**src/rtl/isa_lane_pkg.sv**
```systemverilog
package isa_lane_pkg;

   typedef enum logic [1:0] {
      SZ_BYTE = 2'd0,
      SZ_HALF = 2'd1,
      SZ_WORD = 2'd2,
      SZ_RSVD = 2'd3
   } acc_size_e;

   typedef enum logic [1:0] {
      LN_LO   = 2'd0,
      LN_HI   = 2'd1,
      LN_BOTH = 2'd2
   } lane_e;

   typedef enum logic [1:0] {
      ST_IDLE = 2'd0,
      ST_STB  = 2'd1,
      ST_ACK  = 2'd2,
      ST_ERR  = 2'd3
   } cyc_state_e;

   function automatic logic [1:0] lane_enables(lane_e ln);
      case (ln)
         LN_HI:   return 2'b10;
         LN_BOTH: return 2'b11;
         default: return 2'b01;
      endcase
   endfunction

endpackage

```
**src/rtl/isa_addr_decode.sv**
```systemverilog
module isa_addr_decode
   import isa_lane_pkg::*;
#(
   parameter int  ADDR_W     = 24,
   parameter int  CARD_W     = 22,
   parameter int  PORT_W     = 10,
   parameter int  MEM_DUP    = 18,
   parameter bit  HAS_GROUPS = 1'b1
) (
   input  logic              space,
   input  logic [1:0]        size,
   input  logic [ADDR_W-1:0] addr,
   output logic              illegal,
   output lane_e             lane,
   output logic [CARD_W-1:0] card
);
   localparam int NGRP  = 3;
   localparam int GTAG  = PORT_W - 3;
   localparam logic [PORT_W-1:0] GRP_BASE [NGRP] = '{
      PORT_W'('h3F8), PORT_W'('h2F8), PORT_W'('h378)};

   logic [NGRP-1:0] grp_match;
   logic            grp_hit;
   logic            a0;
   logic            sz_bad;
   lane_e           sz_lane;

   generate
      if (HAS_GROUPS) begin : g_groups
         for (genvar g = 0; g < NGRP; g++) begin : g_cmp
            assign grp_match[g] =
               (addr[PORT_W+1:5] == GRP_BASE[g][PORT_W-1:3]);
         end
      end else begin : g_nogroups
         assign grp_match = '0;
      end
   endgenerate

   assign grp_hit = !space && (|grp_match);

   always_comb begin
      a0      = 1'b0;
      sz_lane = LN_LO;
      sz_bad  = 1'b0;
      case (size)
         SZ_BYTE: begin
            sz_bad  = addr[1];
            a0      = addr[0];
            sz_lane = addr[0] ? LN_HI : LN_LO;
         end
         SZ_HALF: begin
            sz_bad  = |addr[1:0];
            sz_lane = LN_BOTH;
         end
         SZ_WORD: begin
            sz_bad  = |addr[1:0];
            a0      = 1'b1;
            sz_lane = LN_LO;
         end
         default: sz_bad = 1'b1;
      endcase
   end

   always_comb begin
      if (grp_hit) begin
         lane    = LN_LO;
         illegal = (size != SZ_BYTE) || (|addr[1:0]) || (|addr[ADDR_W-1:PORT_W+2]);
         card    = CARD_W'(addr[PORT_W+1:2]);
      end else if (!space) begin
         lane    = sz_lane;
         illegal = sz_bad || (|addr[ADDR_W-1:PORT_W+1]);
         card    = CARD_W'({addr[PORT_W:2], a0});
      end else begin
         lane    = sz_lane;
         illegal = sz_bad || (addr[MEM_DUP] != addr[MEM_DUP-1]);
         card    = {addr[ADDR_W-1:MEM_DUP+1], addr[MEM_DUP-1:2], a0};
      end
   end

endmodule

```
**src/rtl/isa_lane_steer.sv**
```systemverilog
module isa_lane_steer
   import isa_lane_pkg::*;
#(
   parameter int HOST_W = 32,
   parameter int DEV_W  = 16
) (
   input  lane_e             lane_wr,
   input  logic [HOST_W-1:0] host_wdata,
   output logic [DEV_W-1:0]  dev_wdata,
   input  lane_e             lane_rd,
   input  logic [DEV_W-1:0]  dev_rdata,
   output logic [HOST_W-1:0] host_rdata
);
   localparam int BYTE_W = DEV_W / 2;

   logic unused_upper;
   assign unused_upper = ^host_wdata[HOST_W-1:DEV_W];

   always_comb begin
      case (lane_wr)
         LN_HI:   dev_wdata = {host_wdata[DEV_W-1:BYTE_W], {BYTE_W{1'b0}}};
         LN_BOTH: dev_wdata = host_wdata[DEV_W-1:0];
         default: dev_wdata = {{BYTE_W{1'b0}}, host_wdata[BYTE_W-1:0]};
      endcase
   end

   always_comb begin
      case (lane_rd)
         LN_HI:   host_rdata = HOST_W'({dev_rdata[DEV_W-1:BYTE_W], {BYTE_W{1'b0}}});
         LN_BOTH: host_rdata = HOST_W'(dev_rdata);
         default: host_rdata = HOST_W'(dev_rdata[BYTE_W-1:0]);
      endcase
   end

endmodule

```
**src/rtl/isa_cycle_fsm.sv**
```systemverilog
module isa_cycle_fsm
   import isa_lane_pkg::*;
#(
   parameter int WAIT_CYC = 4
) (
   input  logic clk,
   input  logic rst_n,
   input  logic req,
   input  logic illegal,
   input  logic ready,
   output logic cap,
   output logic stb,
   output logic fin,
   output logic ack,
   output logic err
);
   localparam int CNT_W = $clog2(WAIT_CYC + 1);
   localparam logic [CNT_W-1:0] LAST = CNT_W'(WAIT_CYC - 1);
   localparam logic [CNT_W-1:0] FULL = CNT_W'(WAIT_CYC);

   cyc_state_e       state_q;
   logic [CNT_W-1:0] cnt_q;

   assign cap = (state_q == ST_IDLE) && req;
   assign stb = (state_q == ST_STB);
   assign fin = stb && (cnt_q == LAST) && ready;
   assign ack = (state_q == ST_ACK);
   assign err = (state_q == ST_ERR);

   always_ff @(posedge clk) begin
      if (!rst_n) begin
         state_q <= ST_IDLE;
         cnt_q   <= '0;
      end else begin
         case (state_q)
            ST_IDLE: begin
               cnt_q <= '0;
               if (req) state_q <= illegal ? ST_ERR : ST_STB;
            end
            ST_STB: begin
               if (fin)                state_q <= ST_ACK;
               else if (cnt_q != LAST) cnt_q   <= cnt_q + 1'b1;
            end
            default: state_q <= ST_IDLE;
         endcase
      end
   end

   // independent strobe-length counter for the checks below
   logic [CNT_W-1:0] run_q;
   always_ff @(posedge clk) begin
      if (!rst_n)                     run_q <= '0;
      else if (cap)                   run_q <= '0;
      else if (stb && run_q != FULL)  run_q <= run_q + 1'b1;
   end

   a_r10_full_wait: assert property (@(posedge clk) disable iff (!rst_n)
      ack |-> run_q == FULL);
   a_r10_ack_after_stb: assert property (@(posedge clk) disable iff (!rst_n)
      ack |-> $past(stb));
   a_r11_err_single: assert property (@(posedge clk) disable iff (!rst_n)
      err |=> !err);
   a_r11_err_quiet: assert property (@(posedge clk) disable iff (!rst_n)
      err |-> !stb && !ack && run_q == '0);

endmodule

```
**src/rtl/isa_lane_bridge.sv**
```systemverilog
module isa_lane_bridge
   import isa_lane_pkg::*;
#(
   parameter int ADDR_W     = 24,
   parameter int HOST_W     = 32,
   parameter int DEV_W      = 16,
   parameter int PORT_W     = 10,
   parameter int WAIT_CYC   = 4,
   parameter bit HAS_GROUPS = 1'b1
) (
   input  logic                  clk,
   input  logic                  rst_n,
   input  logic                  req,
   input  logic                  we,
   input  logic                  space,
   input  logic [1:0]            size,
   input  logic [ADDR_W-1:0]     addr,
   input  logic [HOST_W-1:0]     wdata,
   output logic                  ack,
   output logic                  err,
   output logic [HOST_W-1:0]     rdata,
   output logic [ADDR_W-3:0]     p_addr,
   output logic [1:0]            p_ben,
   output logic                  p_iord,
   output logic                  p_iowr,
   output logic                  p_memrd,
   output logic                  p_memwr,
   output logic [DEV_W-1:0]      p_wdata,
   input  logic [DEV_W-1:0]      p_rdata,
   input  logic                  p_ready
);
   localparam int CARD_W  = ADDR_W - 2;
   localparam int MEM_DUP = 18;

   generate
      if (ADDR_W != 24)   begin : g_chk_aw   $error("ADDR_W must be 24"); end
      if (HOST_W < 2*DEV_W) begin : g_chk_hw $error("HOST_W too narrow"); end
      if (DEV_W != 16)    begin : g_chk_dw   $error("DEV_W must be 16"); end
      if (PORT_W != 10)   begin : g_chk_pw   $error("PORT_W must be 10"); end
      if (WAIT_CYC < 1)   begin : g_chk_wc   $error("WAIT_CYC must be >= 1"); end
   endgenerate

   logic              dec_illegal;
   lane_e             dec_lane;
   logic [CARD_W-1:0] dec_card;
   logic [DEV_W-1:0]  steer_wdata;
   logic [HOST_W-1:0] steer_rdata;
   logic              cap, stb, fin;

   lane_e             lane_q;
   logic              mem_q, wr_q;
   logic [CARD_W-1:0] card_q;
   logic [DEV_W-1:0]  wdat_q;
   logic [HOST_W-1:0] rdat_q;

   isa_addr_decode #(
      .ADDR_W(ADDR_W), .CARD_W(CARD_W), .PORT_W(PORT_W),
      .MEM_DUP(MEM_DUP), .HAS_GROUPS(HAS_GROUPS)
   ) i_decode (
      .space(space), .size(size), .addr(addr),
      .illegal(dec_illegal), .lane(dec_lane), .card(dec_card)
   );

   isa_lane_steer #(.HOST_W(HOST_W), .DEV_W(DEV_W)) i_steer (
      .lane_wr(dec_lane), .host_wdata(wdata), .dev_wdata(steer_wdata),
      .lane_rd(lane_q), .dev_rdata(p_rdata), .host_rdata(steer_rdata)
   );

   isa_cycle_fsm #(.WAIT_CYC(WAIT_CYC)) i_fsm (
      .clk(clk), .rst_n(rst_n), .req(req), .illegal(dec_illegal),
      .ready(p_ready), .cap(cap), .stb(stb), .fin(fin), .ack(ack), .err(err)
   );

   always_ff @(posedge clk) begin
      if (!rst_n) begin
         lane_q <= LN_LO;
         mem_q  <= 1'b0;
         wr_q   <= 1'b0;
         card_q <= '0;
         wdat_q <= '0;
         rdat_q <= '0;
      end else begin
         if (cap) begin
            lane_q <= dec_lane;
            mem_q  <= space;
            wr_q   <= we;
            card_q <= dec_card;
            wdat_q <= steer_wdata;
         end
         if (fin && !wr_q) rdat_q <= steer_rdata;
      end
   end

   assign p_addr  = card_q;
   assign p_ben   = stb ? lane_enables(lane_q) : 2'b00;
   assign p_iord  = stb && !mem_q && !wr_q;
   assign p_iowr  = stb && !mem_q &&  wr_q;
   assign p_memrd = stb &&  mem_q && !wr_q;
   assign p_memwr = stb &&  mem_q &&  wr_q;
   assign p_wdata = wdat_q;
   assign rdata   = rdat_q;

   a_r13_one_strobe: assert property (@(posedge clk) disable iff (!rst_n)
      $onehot0({p_iord, p_iowr, p_memrd, p_memwr}));
   a_r13_hold_steady: assert property (@(posedge clk) disable iff (!rst_n)
      (stb && $past(stb)) |-> ($stable(p_addr) && $stable(p_ben) && $stable(p_wdata)));
   a_r1_quiet_after_reset: assert property (@(posedge clk)
      $past(!rst_n) |-> !(p_iord || p_iowr || p_memrd || p_memwr || ack || err));
   a_r13_ben_with_strobe: assert property (@(posedge clk) disable iff (!rst_n)
      (p_ben != 2'b00) == (p_iord || p_iowr || p_memrd || p_memwr));

endmodule

```
**config.mk**
```make
export PLATFORM = sky130hd
export DESIGN_NAME = isa_lane_bridge
export DESIGN_NICKNAME = d
export VERILOG_FILES = /design/src/rtl/isa_lane_pkg.sv /design/src/rtl/isa_addr_decode.sv /design/src/rtl/isa_lane_steer.sv /design/src/rtl/isa_cycle_fsm.sv /design/src/rtl/isa_lane_bridge.sv
export SDC_FILE = /design/constraint.sdc
export NUM_CORES = 1
export LEC_CHECK = 0
export CAP_MARGIN = 20
export CORE_UTILIZATION = 43
export DETAILED_ROUTE_END_ITERATION = 16
export GPL_ROUTABILITY_DRIVEN = 1
export PLACE_DENSITY = 0.85
export SETUP_SLACK_MARGIN = 0.5
export SLEW_MARGIN = 20
export SYNTH_ARGS = -nofsm -noshare
export SYNTH_HDL_FRONTEND = slang
export SYNTH_SLANG_ARGS = --single-unit
```
**constraint.sdc**
```tcl
create_clock -name clk -period 3.6 [get_ports clk]
set_input_delay 0.36 -clock clk [delete_from_list [all_inputs] [get_ports clk]]
set_output_delay 0.36 -clock clk [all_outputs]
set_load 0.05 [all_outputs]
```
==> flow_summary_export.csv <==
group,metric,value,unit
run_status,status,"finished clean",
min_path,hp-start,"rdata[8]$_SDFFE_PN0P_",
setup_path,crit_required,3.24,ns
setup_path,r2r_start,"i_fsm.state_q[0]$_SDFFE_PN0P_",
final_layout,instances_no_fill,548,
sta,worst_slew_pin_slew,0.983,ns
place,io_buffers,125,
logic_synthesis,avgSynthCellArea,8.44,µm²
global_routing,grt_pass1_vias,2919,
detailed_routing,wl_per_cell,13.9,µm
cts,clock_sinks,63,
sta,rsz0062_at_grt,"no",
floorplan,initial_utilization,0.456,
global_routing,grt_pass1_wl,12800,µm
sta,hold_viol,0,
setup_path,endpoint_kind,"output port",
setup_path,crit_arrival,2.27,ns
logic_synthesis,ys_warn_count,0,
setup_path,path_cells,"nand2b_2, nor3b_1, clkdlybuf4s50_1",
global_routing,track_usage,0.223,
detailed_routing,vias,2824,
sta,finalCritPeriodShare,0.732,
pwr,powerDensity,419,mW/mm²
cts,cts_tree,"built",
cts,htreeDepth,3,
detailed_routing,vias_per_cell,5.15,
pwr,swShare,0.284,
setup_path,crit_path_max_incr_delay,0.85,ns
setup_path,rrSetupSlack,1.49,ns
min_path,whs_path_depth,2,
cts,clockBufferDepth,2,
min_path,hold_end,"rdata[8]$_SDFFE_PN0P_",
cts,post-cts-setup-buffers,0,
sta,fin_setup_tns,0,ns
run,maxCapViolations,0,
setup_path,path_max_fanout,14,
pwr,clkPwrFrac,0.402,
final_layout,fin_nets,558,
cts,hold_buffers,0,
logic_synthesis,yosysSeqAreaShare,0.423,
sta,finalMaxSlewViolations,0,
detailed_routing,ant_nets,0,
logic_synthesis,syn_area,0.00298,mm²
place,hpwl,5480,µm
pwr,p_int,0.00133,W
min_path,min_path_type,"reg -> reg",
sta,period_needed,2.63,ns
cts,numCtsBuffers,9,
floorplan,rows,29,
floorplan,io_pins,158,
cts,cts_resized,0,
sta,worst_slew_margin_rel,0.341,
floorplan,dieArea,0.00727,mm²
final_layout,final_cell_mix,"clkdlybuf4s50_1 (124), dfxtp_1 (63), nand2_1 (59)",
logic_synthesis,synth_edf_count,0,
floorplan,core_region_area,0.00653,mm²
setup_path,crit_path_start_kind,"flip-flop",
logic_synthesis,postSynthCellCount,353,
pwr,p_leak,1.60,nW
pwr,power_frac_seq,0.401,
place,routabilityCongestion,0.750,
sta,setup_viol_count_final,0,
cts,clk_latency,0.35,ns
setup_path,worstSetupPathType,"reg -> out",
detailed_routing,drt-total-wl,7610,µm
logic_synthesis,synth-async-reset-ratio,0,
final_layout,drive_gt1_frac,0.0594,
pwr,comb_power_share,0.197,
floorplan,dieWidth,85.3,µm
final_layout,area_growth,48.4,%
final_layout,final_util,0.677,
detailed_routing,first_pass_iters,4,
global_routing,grt_overflow,0,
global_routing,grt_max_degree,64,
pwr,power,0.00185,W
cts,path_clk_slew,0.07,ns
pwr,p_sw,0.000526,W
setup_path,cpMaxStageDelayCell,"clkdlybuf4s50_1",
logic_synthesis,ys_seq_elements,63,
detailed_routing,dr.first_iter.drc_count,72,
setup_path,r2r_end,"mem_q$_SDFFE_PN0P_",
logic_synthesis,synthFlopType,"dfxtp_1",
sta,fmax,380,MHz
cts,cts_root_buffer,"clkbuf_8",
final_layout,diodes,0,
sta,clock_skew,0.00673,ns
logic_synthesis,yosysUniqueCellTypes,39,
final_layout,final_common_cell,"clkdlybuf4s50_1",
setup_path,cp-startpoint,"i_fsm.state_q[0]$_SDFFE_PN0P_",
floorplan,die_h,85.3,µm
pwr,vdd_ir_drop_max,0.000323,V
setup_path,rr_worst_depth,4,
detailed_routing,drc,0,
place,dp_cells,532,
global_routing,antenna_found_initial,0,
-- critical path, delay by kind of cell, from the launching register on --
| family | cells | cell delay [ns] |
|---|---|---|
| buffers and inverters | 1 | 0.85 |
| flip-flops | 1 | 0.64 |
| AND/OR/NAND/NOR | 2 | 0.44 |
-- synthesized netlist by cell type, types with 2 or more instances --
cell type,count,area share
a21boi_0,41,0.10
buf_2,9,0.015
ha_1,12,0.050
a31oi_1,4,0.0084
nor2_1,10,0.013
nor3b_1,2,0.0050
a21boi_1,2,0.0050
clkbuf_1,13,0.016
nor4_1,2,0.0042
or2_2,2,0.0042
nor3_1,4,0.0067
nor3_2,2,0.0067
nand3_1,43,0.072
dfxtp_1,63,0.42
inv_1,11,0.014
buf_4,17,0.043
a211oi_1,2,0.0050
a22oi_1,11,0.028
o21ai_0,9,0.015
nand2_1,59,0.074
nor2b_1,13,0.027
nand4_1,3,0.0063
o31ai_1,2,0.0050
buf_1,2,0.0025
-- flip-flops by register name, summed over array words and instances, names as in the netlist --
register       count
i_fsm.cnt_q        3
i_fsm.state_q      2
lane_q             2
mem_q              1
p_wdata           16
rdata             16
wr_q               1
p_addr            22
-- per-layer routing --
metal	GRT usage	part of all wire	vias to the layer above
met5	0	0	-
met4	0.115	0.025	0
met3	0.0944	0.090	15
met2	0.388	0.48	116
met1	0.230	0.40	1290
li1	-	-	1403
-- per-stage QoR --
stage,area [µm²],hold slack (ns),setup slack (ns)
after floorplan,3040,0.460,1.26
after global placement,4180,0.439,0.751
after detailed placement,4180,0.454,0.678
after CTS,4420,0.463,0.946
after global routing,4420,0.489,0.803
final,4420,0.457,0.966
-- layout make-up --
cell class	count	area, µm²
Clock buffer	9	124
Clock inverter	7	121
Fill cell	515	2110
Inverter	11	41.3
Multi-Input combinational cell	253	1510
Sequential cell	63	1260
Tap cell	77	96.3
Timing Repair Buffer	128	1270
-- logic make-up (layout without fill, tap and decap cells) --
| family | count (synthesis) | after routing | synth area share |
|---|---|---|---|
| multiplexers | 1 | 1 | 0.00378 |
| AO/OA/AOI/OAI | 74 | 74 | 0.179 |
| buffers and inverters | 52 | 155 | 0.0907 |
| AND/OR/NAND/NOR | 150 | 150 | 0.252 |
| other | 1 | 16 | 0.00126 |
| flip-flops | 63 | 63 | 0.423 |
| adder cells (fa/ha/maj) | 12 | 12 | 0.0504 |
-- power by group through the flow --
stage / sequential (W) / clock [W] / combinational [W]
2_1_floorplan: 0.000825 / 0 / 0.000165
3_3_place_gp: 0.000757 / 0 / 0.000359
3_5_place_dp: 0.000758 / 0 / 0.000364
4_1_cts: 0.000742 / 0.000768 / 0.000366
5_1_grt: 0.000746 / 0.000793 / 0.000388
6_report: 0.000742 / 0.000745 / 0.000365
-- worst max-delay path by stage --
stage | cells past startpoint | to | slack, ns
after floorplan | 10 | p_wdata[0]$_SDFFE_PN0P_ | 1.26
after global placement | 9 | p_wdata[5]$_SDFFE_PN0P_ | 0.75
after detailed placement | 9 | p_wdata[1]$_SDFFE_PN0P_ | 0.68
after CTS | 3 | p_memrd | 0.95
after global routing | 3 | p_memrd | 0.80
final | 3 | p_memrd | 0.97
No activity file was read; power rests on OpenSTA's default activity.
